<file path="src/rtl/stackSeqPkg.sv">
package stackSeqPkg;

  typedef enum logic [2:0] {PH_IDLE, PH_PRE_A, PH_PRE_B, PH_PRE_C, PH_RUN} phase_t;
  typedef enum logic [2:0] {CFG_OFF, CFG_SEED, CFG_ST0, CFG_ST1, CFG_ST2} cfg_t;

  // condition indices into the qualified vector
  localparam int C_HIGH   = 0;
  localparam int C_LOW    = 1;
  localparam int C_SEED   = 2;
  localparam int C_AUX2   = 3;
  localparam int C_BACK   = 4;
  localparam int NUM_COND = 5;

  localparam logic [1:0] LVL_TOP = 2'd2;

  typedef struct packed {
    logic clrQual;
  } ctlStrobe_t;

  function automatic cfg_t lvlCfg(input logic [1:0] lvl);
    case (lvl)
      2'd0:    return CFG_ST0;
      2'd1:    return CFG_ST1;
      default: return CFG_ST2;
    endcase
  endfunction

endpackage

</file>
<file path="src/rtl/seqDatapath.sv">
module seqDatapath
  import stackSeqPkg::*;
#(
  parameter int CODE_W = 12,
  parameter int QUAL_W = 4
) (
  input  logic                clk,
  input  logic                rst,
  input  logic [CODE_W-1:0]   busCode,
  input  logic [CODE_W-1:0]   backCode,
  input  logic [CODE_W-1:0]   aux1Code,
  input  logic [CODE_W-1:0]   aux2Code,
  input  logic [CODE_W-1:0]   busHighThr,
  input  logic [CODE_W-1:0]   busLowThr,
  input  logic [CODE_W-1:0]   seedLevel,
  input  logic [CODE_W-1:0]   aux2Target,
  input  logic [CODE_W-1:0]   backTarget,
  input  logic [QUAL_W-1:0]   qualCount,
  input  ctlStrobe_t          strobe,
  output logic [NUM_COND-1:0] qual
);

  logic [NUM_COND-1:0] raw;
  logic [QUAL_W-1:0]   qualNeed;

  always_comb begin
    raw[C_HIGH] = busCode >= busHighThr;
    raw[C_LOW]  = busCode <= busLowThr;
    raw[C_SEED] = (aux1Code >= seedLevel) && (aux2Code >= seedLevel);
    raw[C_AUX2] = aux2Code >= aux2Target;
    raw[C_BACK] = backCode >= backTarget;
  end

  assign qualNeed = (qualCount == '0) ? QUAL_W'(1) : qualCount;

  for (genvar g = 0; g < NUM_COND; g++) begin : gCnt
    logic [QUAL_W-1:0] cnt;

    always_ff @(posedge clk) begin
      if (rst || strobe.clrQual || !raw[g]) cnt <= '0;
      else if (cnt != '1)                   cnt <= cnt + 1'b1;
    end

    assign qual[g] = raw[g] && (cnt >= qualNeed - QUAL_W'(1));

    // a clear strobe restarts the consecutive-sample count
    p_clr_restart_r10: assert property (@(posedge clk) disable iff (rst)
      strobe.clrQual |=> (cnt == '0));
  end

endmodule

</file>
<file path="src/rtl/seqControl.sv">
module seqControl
  import stackSeqPkg::*;
#(
  parameter int DEAD_W = 8
) (
  input  logic                clk,
  input  logic                rst,
  input  logic                enable,
  input  logic [NUM_COND-1:0] qual,
  input  logic [DEAD_W-1:0]   deadCycles,
  output logic                gateStep0,
  output logic                gateStep1Fwd,
  output logic                gateStep1Rev,
  output logic                gateStep2,
  output logic                fullFlag,
  output logic                emptyFlag,
  output ctlStrobe_t          strobe
);

  phase_t            phase, nPhase;
  cfg_t              cfg, nCfg;
  logic [1:0]        lvl, nLvl;
  logic [DEAD_W-1:0] deadCnt, deadEff;
  logic              change, gatesOn;

  assign deadEff = (deadCycles == '0) ? DEAD_W'(1) : deadCycles;

  always_comb begin
    change = 1'b0;
    nPhase = phase;
    nCfg   = cfg;
    nLvl   = lvl;
    if (deadCnt == '0) begin
      case (phase)
        PH_IDLE: begin
          change = 1'b1; nPhase = PH_PRE_A; nCfg = CFG_SEED;
        end
        PH_PRE_A: if (qual[C_SEED]) begin
          change = 1'b1; nPhase = PH_PRE_B; nCfg = CFG_ST0;
        end
        PH_PRE_B: if (qual[C_AUX2]) begin
          change = 1'b1; nPhase = PH_PRE_C; nCfg = CFG_ST2;
        end
        PH_PRE_C: if (qual[C_BACK]) begin
          change = 1'b1; nPhase = PH_RUN; nCfg = CFG_ST0; nLvl = 2'd0;
        end
        PH_RUN: begin
          if (qual[C_HIGH]) begin
            if (lvl != LVL_TOP) begin
              change = 1'b1; nLvl = lvl + 2'd1; nCfg = lvlCfg(lvl + 2'd1);
            end
          end else if (qual[C_LOW] && lvl != 2'd0) begin
            change = 1'b1; nLvl = lvl - 2'd1; nCfg = lvlCfg(lvl - 2'd1);
          end
        end
        default: ;
      endcase
    end
  end

  always_ff @(posedge clk) begin
    if (rst || !enable) begin
      phase     <= PH_IDLE;
      cfg       <= CFG_OFF;
      lvl       <= 2'd0;
      deadCnt   <= '0;
      fullFlag  <= 1'b0;
      emptyFlag <= 1'b0;
    end else if (deadCnt != '0) begin
      deadCnt <= deadCnt - 1'b1;
    end else if (change) begin
      phase     <= nPhase;
      cfg       <= nCfg;
      lvl       <= nLvl;
      deadCnt   <= deadEff;
      fullFlag  <= 1'b0;
      emptyFlag <= 1'b0;
    end else if (phase == PH_RUN) begin
      if (qual[C_HIGH])     fullFlag  <= 1'b1;
      else if (qual[C_LOW]) emptyFlag <= 1'b1;
    end
  end

  assign strobe.clrQual = !enable || (phase == PH_IDLE) || (deadCnt != '0) || change;

  assign gatesOn      = (deadCnt == '0);
  assign gateStep0    = gatesOn && (cfg == CFG_SEED || cfg == CFG_ST0);
  assign gateStep1Fwd = gatesOn && (cfg == CFG_SEED || cfg == CFG_ST1);
  assign gateStep1Rev = gatesOn && (cfg == CFG_SEED || cfg == CFG_ST1);
  assign gateStep2    = gatesOn && (cfg == CFG_ST2);

  // the back-to-back pair never disagrees
  p_pair_equal_r11: assert property (@(posedge clk) disable iff (rst)
    gateStep1Fwd == gateStep1Rev);

  // one rung at most in normal operation
  p_one_rung_r11: assert property (@(posedge clk) disable iff (rst)
    (phase == PH_RUN) |-> ($countones({gateStep0, gateStep1Fwd, gateStep2}) <= 1));

  // any rising gate was preceded by a cycle with every gate low
  p_break_make_r9: assert property (@(posedge clk) disable iff (rst)
    ($rose(gateStep0) || $rose(gateStep1Fwd) || $rose(gateStep2)) |->
      $past({gateStep0, gateStep1Fwd, gateStep1Rev, gateStep2} == 4'b0000));

  // the rung moves by at most one per cycle
  p_single_step_r5: assert property (@(posedge clk) disable iff (rst)
    ((phase == PH_RUN) && $past(phase == PH_RUN)) |->
      ((lvl == $past(lvl)) || (lvl == $past(lvl) + 2'd1) || ($past(lvl) == lvl + 2'd1)));

  // full only while resting on the top rung
  p_full_top_r7: assert property (@(posedge clk) disable iff (rst)
    fullFlag |-> (gateStep2 && phase == PH_RUN));

  // empty only while resting on the bottom rung
  p_empty_bottom_r8: assert property (@(posedge clk) disable iff (rst)
    emptyFlag |-> (gateStep0 && phase == PH_RUN));

  // dropping enable blanks every gate on the next cycle
  p_disable_off_r12: assert property (@(posedge clk) disable iff (rst)
    !enable |=> ({gateStep0, gateStep1Fwd, gateStep1Rev, gateStep2, fullFlag, emptyFlag} == 6'b0));

endmodule

</file>
<file path="src/rtl/stackBufferSeq.sv">
module stackBufferSeq
  import stackSeqPkg::*;
#(
  parameter int CODE_W = 12,
  parameter int DEAD_W = 8,
  parameter int QUAL_W = 4
) (
  input  logic              clk,
  input  logic              rst,
  input  logic              enable,
  input  logic [CODE_W-1:0] busCode,
  input  logic [CODE_W-1:0] backCode,
  input  logic [CODE_W-1:0] aux1Code,
  input  logic [CODE_W-1:0] aux2Code,
  input  logic [CODE_W-1:0] busHighThr,
  input  logic [CODE_W-1:0] busLowThr,
  input  logic [CODE_W-1:0] seedLevel,
  input  logic [CODE_W-1:0] aux2Target,
  input  logic [CODE_W-1:0] backTarget,
  input  logic [DEAD_W-1:0] deadCycles,
  input  logic [QUAL_W-1:0] qualCount,
  output logic              gateStep0,
  output logic              gateStep1Fwd,
  output logic              gateStep1Rev,
  output logic              gateStep2,
  output logic              fullFlag,
  output logic              emptyFlag
);

  logic [NUM_COND-1:0] qual;
  ctlStrobe_t          strobe;

  seqDatapath #(.CODE_W(CODE_W), .QUAL_W(QUAL_W)) i_datapath (
    .clk(clk), .rst(rst),
    .busCode(busCode), .backCode(backCode), .aux1Code(aux1Code), .aux2Code(aux2Code),
    .busHighThr(busHighThr), .busLowThr(busLowThr),
    .seedLevel(seedLevel), .aux2Target(aux2Target), .backTarget(backTarget),
    .qualCount(qualCount), .strobe(strobe), .qual(qual)
  );

  seqControl #(.DEAD_W(DEAD_W)) i_control (
    .clk(clk), .rst(rst), .enable(enable), .qual(qual), .deadCycles(deadCycles),
    .gateStep0(gateStep0), .gateStep1Fwd(gateStep1Fwd), .gateStep1Rev(gateStep1Rev),
    .gateStep2(gateStep2), .fullFlag(fullFlag), .emptyFlag(emptyFlag), .strobe(strobe)
  );

endmodule

</file>
<file path="config.mk">
export PLATFORM = sky130hd
export DESIGN_NAME = stackBufferSeq
export DESIGN_NICKNAME = d
export VERILOG_FILES = /design/src/rtl/stackSeqPkg.sv /design/src/rtl/seqDatapath.sv /design/src/rtl/seqControl.sv /design/src/rtl/stackBufferSeq.sv
export SDC_FILE = /design/constraint.sdc
export NUM_CORES = 1
export LEC_CHECK = 0
export BUFFER_PORTS_ARGS = -buffer_cell sky130_fd_sc_hd__buf_2
export CAP_MARGIN = 10
export CORE_UTILIZATION = 53
export CTS_CLUSTER_SIZE = 12
export DETAILED_ROUTE_END_ITERATION = 16
export MAX_ROUTING_LAYER = met4
export PLACE_DENSITY = 0.91
export SLEW_MARGIN = 20
export SYNTH_ARGS = -nofsm -noshare
export SYNTH_HDL_FRONTEND = slang
export SYNTH_HIERARCHICAL = 1
export SYNTH_SLANG_ARGS = --single-unit
export TNS_END_PERCENT = 1
</file>
<file path="constraint.sdc">
create_clock -name clk -period 4.1 [get_ports clk]
set_input_delay 0.82 -clock clk [delete_from_list [all_inputs] [get_ports clk]]
set_output_delay 0.82 -clock clk [all_outputs]
set_load 0.01 [all_outputs]
</file>
==> results of run 1 <==
-- through the flow --
stage                     total power, mW  cell area [um^2]  std cells  worst slack (ns)   util
after detailed placement             1.29              4950        724            0.0147  0.644
after global routing                 1.73              5060        731           0.00606  0.659
final                                1.62              5060        731             0.297  0.659
after global placement               1.25              4950        724             0.134  0.644
after CTS                            1.62              5060        731             0.320  0.658
after floorplan                      1.08              4180        497             0.272      -
-- worst max-delay path, stage by stage --
cell	delay [ns]
buf_2	0.15
o21a_1	0.17
a21oi_1	0.33
ha_1	0.32
o21a_1	0.11
a211o_1	0.27
maj3_2	0.32
o21ai_1	0.12
a21oi_1	0.13
nand2_2	0.13
a311o_1	0.20
nand4_1	0.09
or2_1	0.34
buf_4	0.21
a2111oi_0	0.27
-- final cells by class --
| cell class | count | area share |
|---|---|---|
| clock buffer | 6 | 0.0163 |
| multi-input combinational | 377 | 0.609 |
| timing repair buffer | 139 | 0.143 |
| clock inverter | 1 | 0.00593 |
| sequential | 38 | 0.150 |
| inverter | 68 | 0.0504 |
| tap | 102 | 0.0252 |
-- synth_stat cells (9+ instances only) --
| master | n |
|---|---|
| a21oi_1 | 18 |
| ha_1 | 88 |
| inv_1 | 68 |
| a31oi_1 | 11 |
| o21ai_0 | 14 |
| nand3_1 | 14 |
| o21ai_1 | 9 |
| nand2_1 | 23 |
| mux2i_1 | 11 |
| nand2b_1 | 11 |
| nand4_1 | 10 |
| a21o_1 | 18 |
| nor3_1 | 22 |
| dfxtp_1 | 38 |
| nor2_1 | 12 |
| xnor2_1 | 10 |
-- per-layer routing --
| metal | routed length (um) | up-vias | part of all wire |
|---|---|---|---|
| li1 | - | 2113 | - |
| met1 | 4100 | 1934 | 0.41 |
| met2 | 5270 | 152 | 0.52 |
| met3 | 534 | 21 | 0.053 |
| met4 | 170 | 0 | 0.017 |
| met5 | 0 | - | 0 |
-- registers in the layout, summed over array words and instances (netlist names) --
signal               flops
i_control/cfg            3
i_control/deadCnt        8
i_control/emptyFlag      1
i_control/fullFlag       1
i_control/lvl            2
i_control/phase          3
i_datapath/gCnt.cnt     20
-- how the worst max path moves through the flow --
stage	start	end	slack [ns]	cells past startpoint
3_5_place_dp	qualCount[2]	i_datapath/gCnt[3].cnt[3]	0.01	15
4_1_cts	qualCount[2]	i_datapath/gCnt[3].cnt[3]	0.32	15
3_3_place_gp	qualCount[2]	i_datapath/gCnt[0].cnt[3]	0.13	15
6_report	qualCount[2]	i_datapath/gCnt[3].cnt[3]	0.30	15
5_1_grt	qualCount[2]	i_datapath/gCnt[3].cnt[3]	0.006	15
2_1_floorplan	qualCount[0]	i_datapath/gCnt[0].cnt[0]	0.27	16
-- power by group through the flow --
| stage | logic, mW | clock network, mW | registers (mW) |
|---|---|---|---|
| floorplan | 0.627 | 0 | 0.454 |
| global placement | 0.773 | 0 | 0.473 |
| detailed placement | 0.810 | 0 | 0.476 |
| CTS | 0.822 | 0.328 | 0.469 |
| global route | 0.906 | 0.342 | 0.477 |
| finish | 0.822 | 0.323 | 0.470 |
-- kinds of logic after synthesis --
group / share of synthesized area
buffers and inverters: 0.0800
AND/OR/NAND/NOR: 0.182
multiplexers: 0.0318
XOR/XNOR: 0.0210
adder cells (fa/ha/maj): 0.269
AO/OA/AOI/OAI: 0.234
flip-flops: 0.182
==> results.ini, run 1 <==
[place]
port_buffers=128
gp_congestion=0.924
dp_hpwl_um=8500

[clocking]
clock_latency_ns=0.29
cts_tree=done
numCtsBuffers=5
max-clock-path-buffers=2
cts_resized=0
hold_buffers=0
clk_pin_slew_ns=0.07
postCtsSetupBuffers=0
cts_sinks=38
htree_levels=2
root_buffer=clkbuf_8

[floorplan]
die_w_um=90.8
ioPinCount=129
rows=32
start_util=0.543
coreArea_mm2=0.00769
die_y_um=90.8
die_area_mm2=0.00824

[worst_setup_path]
start_kind=primary input
reg2reg_to=i_datapath/gCnt[3].cnt[3]
regToRegSetupSlack_ns=1.07
rr_worst_depth=12
cp_max_fo=10
critical_path_required_ns=4.28
reg2reg_from=i_datapath/gCnt[4].cnt[1]
endpoint_kind=flop
crit_type=in2reg
cp.arrival_ns=3.98

[final_layout]
fill_cells=616
area_delta_synth_final_pct=21.2
layout_common_cells=buf_2, ha_1, inv_1
layout-drive-gt1-share=0.264
final_common_cell=buf_2
multi_input_area_mm2=0.00308
register_area_um2=761
final_nets=840
n_antenna_cell=0

[route]
final_antenna_net_count=0
viasPerCell=5.77
wl_um=10100
drtPass1Iterations=5
via_count=4220
wl_per_cell_um=13.8
initialDrtViolationCount=196
drc_errors=0

[power]
pwr-share-comb=0.509
switching_share=0.392
p_switching_mw=0.633
p_int_mw=0.982
leakagePower_nw=2.59
p_clk_frac=0.200
irDropWorstVdd_uv=382
power_density_mw_per_mm2=319
pwr-share-seq=0.291

[synth]
synth_top_area_cell=ha_1
netlist_top_cells_area=ha_1, dfxtp_1, inv_1, a21o_1, mux2i_1
yosysWarnings=6
synth_flop_cell=dfxtp_1
syn_avg_cell_area_um2=8.40
netlist_instances=497
synth.distinct_cells=63
ys_ff_latch=38
yosys.area.top_type_share=0.264
synth_nets=708
synth_edf_count=0
async_reset_ff_frac=0
synth_seq_area_share=0.182
netlist_area_mm2=0.00418

[timing]
period_needed_ns=3.80
tns_ns=0
slew_violations=0
worst_pin_slew_ns=0.635
timing.fmax_ghz=0.263
fin_skew_ns=0.00857
setup_viol=0
hold_viol=0
min_period_over_period=0.928
slew_headroom=0.575
whs_ns=0.464
rsz0062_at_grt=false

[worst_hold_path]
hold_path_end=i_control/lvl[0]
hold_class=reg2reg
worstHoldPathCells=2
hold_path_startpoint=i_control/lvl[0]

[global_routing]
antenna_found_initial=0
grt_pass1_vias=4031
grt_usage=0.248
use_met1=0.275
grt_max_degree=17
groute.layer.met2.usage=0.455
grt_pass1_wl_um=16800
grt_overflow=0
met3_usage=0.0362
busiest_layer=met2

[run_status]
status=finished, final reports clean

[job]
maxCapViolCount=0

Note: power is estimated with default switching activity, not from simulation.
==> run 2, diff against run 1 <==
- ABC_AREA: default -> 1
- CAP_MARGIN: 10 -> default
- CORE_UTILIZATION: 53 -> 54
==> results.ini, run 2 <==
[worst_setup_path]
cp.arrival_ns=3.86  ; was 3.98 ns
cp_max_fo=10  ; unchanged
reg2reg_to=i_datapath/gCnt[2].cnt[1]  ; was i_datapath/gCnt[3].cnt[3]
reg2reg_from=i_datapath/gCnt[0].cnt[1]  ; was i_datapath/gCnt[4].cnt[1]
rr_worst_depth=14  ; was 12
crit_type=in2reg  ; unchanged
critical_path_required_ns=4.33  ; was 4.28 ns
endpoint_kind=flop  ; unchanged
start_kind=primary input  ; unchanged
regToRegSetupSlack_ns=1.59  ; was 1.07 ns

[clocking]
cts_sinks=38  ; unchanged
postCtsSetupBuffers=0  ; unchanged
cts_tree=done  ; unchanged
clock_latency_ns=0.30  ; was 0.29 ns
max-clock-path-buffers=2  ; unchanged
root_buffer=clkbuf_8  ; unchanged
clk_pin_slew_ns=0.08  ; was 0.07 ns
hold_buffers=0  ; unchanged
htree_levels=2  ; unchanged
numCtsBuffers=5  ; unchanged
cts_resized=0  ; unchanged

[worst_hold_path]
worstHoldPathCells=2  ; unchanged
hold_path_end=i_control/emptyFlag  ; was i_control/lvl[0]
hold_class=reg2reg  ; unchanged
hold_path_startpoint=i_control/emptyFlag  ; was i_control/lvl[0]

[floorplan]
ioPinCount=129  ; unchanged
die_area_mm2=0.00880  ; was 0.00824 mm^2
coreArea_mm2=0.00818  ; was 0.00769 mm^2
start_util=0.556  ; was 0.543
rows=33  ; was 32
die_y_um=93.8  ; was 90.8 um
die_w_um=93.8  ; was 90.8 um

[timing]
min_period_over_period=0.887  ; was 0.928
worst_pin_slew_ns=0.424  ; was 0.635 ns
hold_viol=0  ; unchanged
whs_ns=0.464  ; about the same
tns_ns=0  ; unchanged
slew_headroom=0.716  ; was 0.575
timing.fmax_ghz=0.275  ; was 0.263 GHz
fin_skew_ns=0.00998  ; was 0.00857 ns
setup_viol=0  ; unchanged
finalWorstSetupSlack_ns=0.465  ; was 0.297 ns
rsz0062_at_grt=false  ; unchanged
period_needed_ns=3.64  ; was 3.80 ns
slew_violations=0  ; unchanged

[synth]
yosys.area.top_type_share=0.242  ; was 0.264
yosysWarnings=6  ; unchanged
async_reset_ff_frac=0  ; unchanged
syn_avg_cell_area_um2=6.42  ; was 8.40 um^2
synth.distinct_cells=40  ; was 63
synth_edf_count=0  ; unchanged
synth_flop_cell=dfxtp_1  ; unchanged
synth_nets=920  ; was 708
synth_seq_area_share=0.167  ; was 0.182
netlist_top_cells_area=ha_1, dfxtp_1, nand2_1, inv_1, nor2_1  ; was ha_1, dfxtp_1, inv_1, a21o_1, mux2i_1
synth_top_area_cell=ha_1  ; unchanged
netlist_area_mm2=0.00455  ; was 0.00418 mm^2
synth_commonest_cells=nand2_1, inv_1, nor2_1  ; was ha_1, inv_1, dfxtp_1
yosysMostFrequentCell=nand2_1  ; was ha_1
ys_ff_latch=38  ; unchanged
netlist_instances=709  ; was 497

[power]
pwr-share-comb=0.566  ; was 0.509
switching_share=0.447  ; was 0.392
power.total_mw=2.00  ; was 1.62 mW
power_density_mw_per_mm2=367  ; was 319 mW/mm^2
pwr-share-seq=0.238  ; was 0.291
p_int_mw=1.10  ; was 0.982 mW
leakagePower_nw=3.04  ; was 2.59 nW
irDropWorstVdd_uv=313  ; was 382 uV
p_switching_mw=0.893  ; was 0.633 mW
p_clk_frac=0.195  ; was 0.200

[place]
dp.cells=939  ; was 724
gp_congestion=0.864  ; was 0.924
dp_slack_ns=0.192  ; was 0.0147 ns
port_buffers=128  ; unchanged
dp_hpwl_um=8100  ; was 8500 um

[global_routing]
grt_overflow=0  ; unchanged
antenna_found_initial=0  ; unchanged
grt_pass1_vias=4171  ; was 4,031
grt_pass1_wl_um=16500  ; was 16,800 um
grt_usage=0.233  ; was 0.248
grt_max_degree=26  ; was 17

[final_layout]
final_nets=1052  ; was 840
reg.largest.list=i_datapath/gCnt.cnt x20, i_control/deadCnt x8  ; unchanged
final_cells=947  ; was 731
final_common_cell=nand2_1  ; was buf_2
layout_common_cells=nand2_1, buf_2, inv_1  ; was buf_2, ha_1, inv_1
n_antenna_cell=0  ; unchanged
largest-register=i_datapath/gCnt.cnt  ; unchanged
layout-drive-gt1-share=0.216  ; was 0.264
area_delta_synth_final_pct=19.7  ; was 21.2%
largest_reg_flops=20  ; unchanged

[route]
final_antenna_net_count=0  ; unchanged
drtPass1Iterations=5  ; unchanged
via_count=4658  ; was 4,220
drc_errors=0  ; unchanged
viasPerCell=4.92  ; was 5.77
wl_um=9460  ; was 10,100 um
wl_per_cell_um=9.99  ; was 13.8 um
initialDrtViolationCount=153  ; was 196

[job]
maxCapViolCount=0  ; unchanged

[run_status]
status=finished, final reports clean  ; unchanged

==> run 2: worst max path at each step <==
stage	startpoint	endpoint	slack, ns
floorplan	qualCount[1]	i_datapath/gCnt[2].cnt[0]	0.66
global placement	qualCount[1]	i_datapath/gCnt[2].cnt[3]	0.32
detailed placement	qualCount[1]	i_datapath/gCnt[2].cnt[1]	0.19
CTS	qualCount[1]	i_datapath/gCnt[2].cnt[1]	0.46
global route	qualCount[1]	i_datapath/gCnt[2].cnt[3]	0.04
finish	qualCount[1]	i_datapath/gCnt[2].cnt[1]	0.46
==> run 2: power by group through the flow <==
stage / sequential, mW / clock, mW / combinational [mW]
after floorplan: 0.473 / 0 / 0.917
after global routing: 0.484 / 0.412 / 1.30
final: 0.476 / 0.390 / 1.13
after global placement: 0.482 / 0 / 1.11
after detailed placement: 0.484 / 0 / 1.12
after CTS: 0.475 / 0.395 / 1.13
==> run 2: critical path: stages <==
cell and delay (ns):
buf_2 0.14, nor2_4 0.18, nand2_1 0.14, nand2_1 0.11
nor2_1 0.04, a21oi_1 0.34, ha_1 0.31, o21ai_0 0.08
nand2_1 0.07, a21oi_1 0.15, nor2_1 0.13, nor2_1 0.24
nor2_2 0.06, nand2_2 0.08, nand3_4 0.16, nor2_2 0.20
nand2_1 0.07, nor2_1 0.10, buf_4 0.16, nand3_1 0.14
nor2_1 0.13
==> run 2: cell families after synthesis <==
family	share of synthesized area
xor gates and xnor gates	0.0154
and+or+nand+nor	0.352
DFF	0.167
buffers and inverters	0.120
AOI/OAI and AO/OA	0.0960
muxes	0.00743
adders and majority gates	0.242
==> run 2: metrics by stage <==
step                      utilization  instance area (um^2)
after floorplan                     -                  4550
after global placement          0.649                  5310
after detailed placement        0.649                  5310
after CTS                       0.666                  5450
after global routing            0.666                  5450
final                           0.666                  5450
==> run 2: final cells by class <==
type                            count  area [um^2]
Clock buffer                        6         82.6
Clock inverter                      2         60.1
Fill cell                         696         2730
Inverter                          138          520
Multi-Input combinational cell    529         3240
Sequential cell                    38          761
Tap cell                          105          131
Timing Repair Buffer              129          648
==> run 2: layer usage <==
layer | wire (um) | up-vias | track usage
met5 | 0 | - | -
met4 | 86 | 0 | 0.0603
met3 | 412 | 7 | 0.0291
met2 | 4750 | 126 | 0.434
met1 | 4210 | 1991 | 0.262
li1 | - | 2534 | -
==> run 3, diff against run 2 <==
- RECOVER_POWER: default -> 50
==> results.ini, run 3 (synthesis results as in run 2) <==
[place]
dp.cells=939  ; unchanged
dp_hpwl_um=8100  ; unchanged
gp_congestion=0.864  ; unchanged
port_buffers=128  ; unchanged
dp_slack_ns=0.192  ; unchanged

[final_layout]
layout_common_cells=nand2_1, inv_1, buf_2  ; was nand2_1, buf_2, inv_1
largest-register=i_datapath/gCnt.cnt  ; unchanged
final_util=0.660  ; was 0.666
final_common_cell=nand2_1  ; unchanged
largest_reg_flops=20  ; unchanged
reg.largest.list=i_datapath/gCnt.cnt x20, i_control/deadCnt x8  ; unchanged
area_delta_synth_final_pct=18.7  ; was 19.7%
final_cells=947  ; unchanged
layout-drive-gt1-share=0.198  ; was 0.216
final_nets=1052  ; unchanged
n_antenna_cell=0  ; unchanged
fill_cells=704  ; was 696

[route]
drc_errors=0  ; unchanged
drtPass1Iterations=4  ; was 5
viasPerCell=4.90  ; was 4.92
final_antenna_net_count=0  ; unchanged
via_count=4645  ; was 4,658
initialDrtViolationCount=157  ; was 153
wl_per_cell_um=9.98  ; was 9.99 um
wl_um=9460  ; about the same

[worst_setup_path]
cp_max_fo=10  ; unchanged
path_depth=21  ; unchanged
slowest_stage=a21oi_1  ; unchanged
cp.arrival_ns=3.83  ; was 3.86 ns
crit_type=in2reg  ; unchanged
endpoint_kind=flop  ; unchanged
reg2reg_to=i_datapath/gCnt[2].cnt[1]  ; unchanged
regToRegSetupSlack_ns=1.64  ; was 1.59 ns
start_kind=primary input  ; unchanged
slowest_delay_ns=0.34  ; about the same
reg2reg_from=i_datapath/gCnt[0].cnt[1]  ; unchanged
rr_worst_depth=14  ; unchanged
critical_path_required_ns=4.33  ; about the same
path_cells=buf_2 -> nor2_4 -> nand2_1 -> nand2_1 -> nor2_1 -> a21oi_1 -> ha_1 -> o21ai_0 -> nand2_1 -> a21oi_1 -> nor2_1 -> nor2_1 -> nor2_2 -> nand2_1 -> nand3_4 -> nor2_2 -> nand2_1 -> nor2_1 -> buf_4 -> nand3_1 -> nor2_1  ; was buf_2 -> nor2_4 -> nand2_1 -> nand2_1 -> nor2_1 -> a21oi_1 -> ha_1 -> o21ai_0 -> nand2_1 -> a21oi_1 -> nor2_1 -> nor2_1 -> nor2_2 -> nand2_2 -> nand3_4 -> nor2_2 -> nand2_1 -> nor2_1 -> buf_4 -> nand3_1 -> nor2_1
critPathBufInv=2  ; unchanged
cp_top_family=simple AND/OR/NAND/NOR gates  ; unchanged

[clocking]
clock_latency_ns=0.30  ; about the same
max-clock-path-buffers=2  ; unchanged
htree_levels=2  ; unchanged
cts_sinks=38  ; unchanged
root_buffer=clkbuf_8  ; unchanged
postCtsSetupBuffers=0  ; unchanged
cts_tree=done  ; unchanged
clk_pin_slew_ns=0.08  ; about the same
numCtsBuffers=5  ; unchanged
cts_resized=0  ; unchanged
hold_buffers=0  ; unchanged

[timing]
timing.fmax_ghz=0.277  ; was 0.275 GHz
finalWorstSetupSlack_ns=0.494  ; was 0.465 ns
slew_violations=0  ; unchanged
slew_headroom=0.713  ; was 0.716
tns_ns=0  ; unchanged
hold_viol=0  ; unchanged
setup_viol=0  ; unchanged
min_period_over_period=0.879  ; was 0.887
fin_skew_ns=0.00922  ; was 0.00998 ns
rsz0062_at_grt=false  ; unchanged
worst_pin_slew_ns=0.428  ; was 0.424 ns
period_needed_ns=3.61  ; was 3.64 ns

[floorplan]
die_w_um=93.8  ; unchanged
coreArea_mm2=0.00818  ; unchanged
die_area_mm2=0.00880  ; unchanged
start_util=0.556  ; unchanged
rows=33  ; unchanged
ioPinCount=129  ; unchanged
die_y_um=93.8  ; unchanged

[global_routing]
grt_overflow=0  ; unchanged
grt_pass1_vias=4171  ; unchanged
grt_max_degree=26  ; unchanged
antenna_found_initial=0  ; unchanged
grt_usage=0.233  ; unchanged
grt_pass1_wl_um=16500  ; unchanged

[worst_hold_path]
worstHoldPathCells=2  ; unchanged
hold_class=reg2reg  ; unchanged
hold_path_startpoint=i_control/emptyFlag  ; unchanged
hold_path_end=i_control/emptyFlag  ; unchanged

[power]
leakagePower_nw=3.00  ; was 3.04 nW
irDropWorstVdd_uv=310  ; was 313 uV
power_density_mw_per_mm2=361  ; was 367 mW/mm^2

[run_status]
status=finished, final reports clean  ; unchanged

[job]
maxCapViolCount=0  ; unchanged

run 3: changes by cell type in the layout (fill, tap and decap cells not counted), sizes merged:
cell | previous run | this run
buf | 129 | 123
clkbuf | 6 | 12
run 3: worst max-delay path by stage:
stage / from / slack (ns) / end
after floorplan: qualCount[1] / 0.66 / i_datapath/gCnt[2].cnt[0]
after global placement: qualCount[1] / 0.32 / i_datapath/gCnt[2].cnt[3]
after detailed placement: qualCount[1] / 0.19 / i_datapath/gCnt[2].cnt[1]
after CTS: qualCount[1] / 0.46 / i_datapath/gCnt[2].cnt[1]
after global routing: qualCount[1] / 0.07 / i_datapath/gCnt[2].cnt[3]
final: qualCount[1] / 0.49 / i_datapath/gCnt[2].cnt[1]
run 3: stage by stage:
stage	power, mW	instance area (um^2)	hold WS, ns
after floorplan	1.39	4550	0.453
after global placement	1.59	5310	0.449
after detailed placement	1.61	5310	0.450
after CTS	2.00	5450	0.463
after global routing	2.15	5400	0.497
final	1.95	5400	0.466
run 3: layer usage:
metal  wire length (um)  vias to the layer above  track usage
li1                   -                     2533            -
met1               4170                     1982        0.262
met2               4740                      123        0.434
met3                436                        7       0.0291
met4                107                        0       0.0603
met5                  0                        -            -
run 3: where the power goes:
group | switching, mW | internal, mW
sequential | 0.0505 | 0.426
clock | 0.130 | 0.259
combinational | 0.683 | 0.401
total | 0.864 | 1.09
run 3: cell type report:
class	count	area [um^2]	area share
clock buffer	6	82.6	0.0153
clock inverter	2	60.1	0.0111
inverter	138	520	0.0964
multi-input combinational	529	3200	0.593
sequential	38	761	0.141
tap	105	131	0.0243
timing repair buffer	129	641	0.119
run 3: worst reg2reg max path: stages, from the launching register on:
cell and delay [ns]:
dfxtp_1 0.35, ha_1 0.28, o21ai_0 0.08, nand2_1 0.07, a21oi_1 0.06, nor2_1 0.36
nand2_1 0.14, nand2_1 0.15, nand3_4 0.14, nor2_2 0.18, nand2_1 0.07, nor2_1 0.10
buf_4 0.16, nand3_1 0.14, nor2_1 0.13
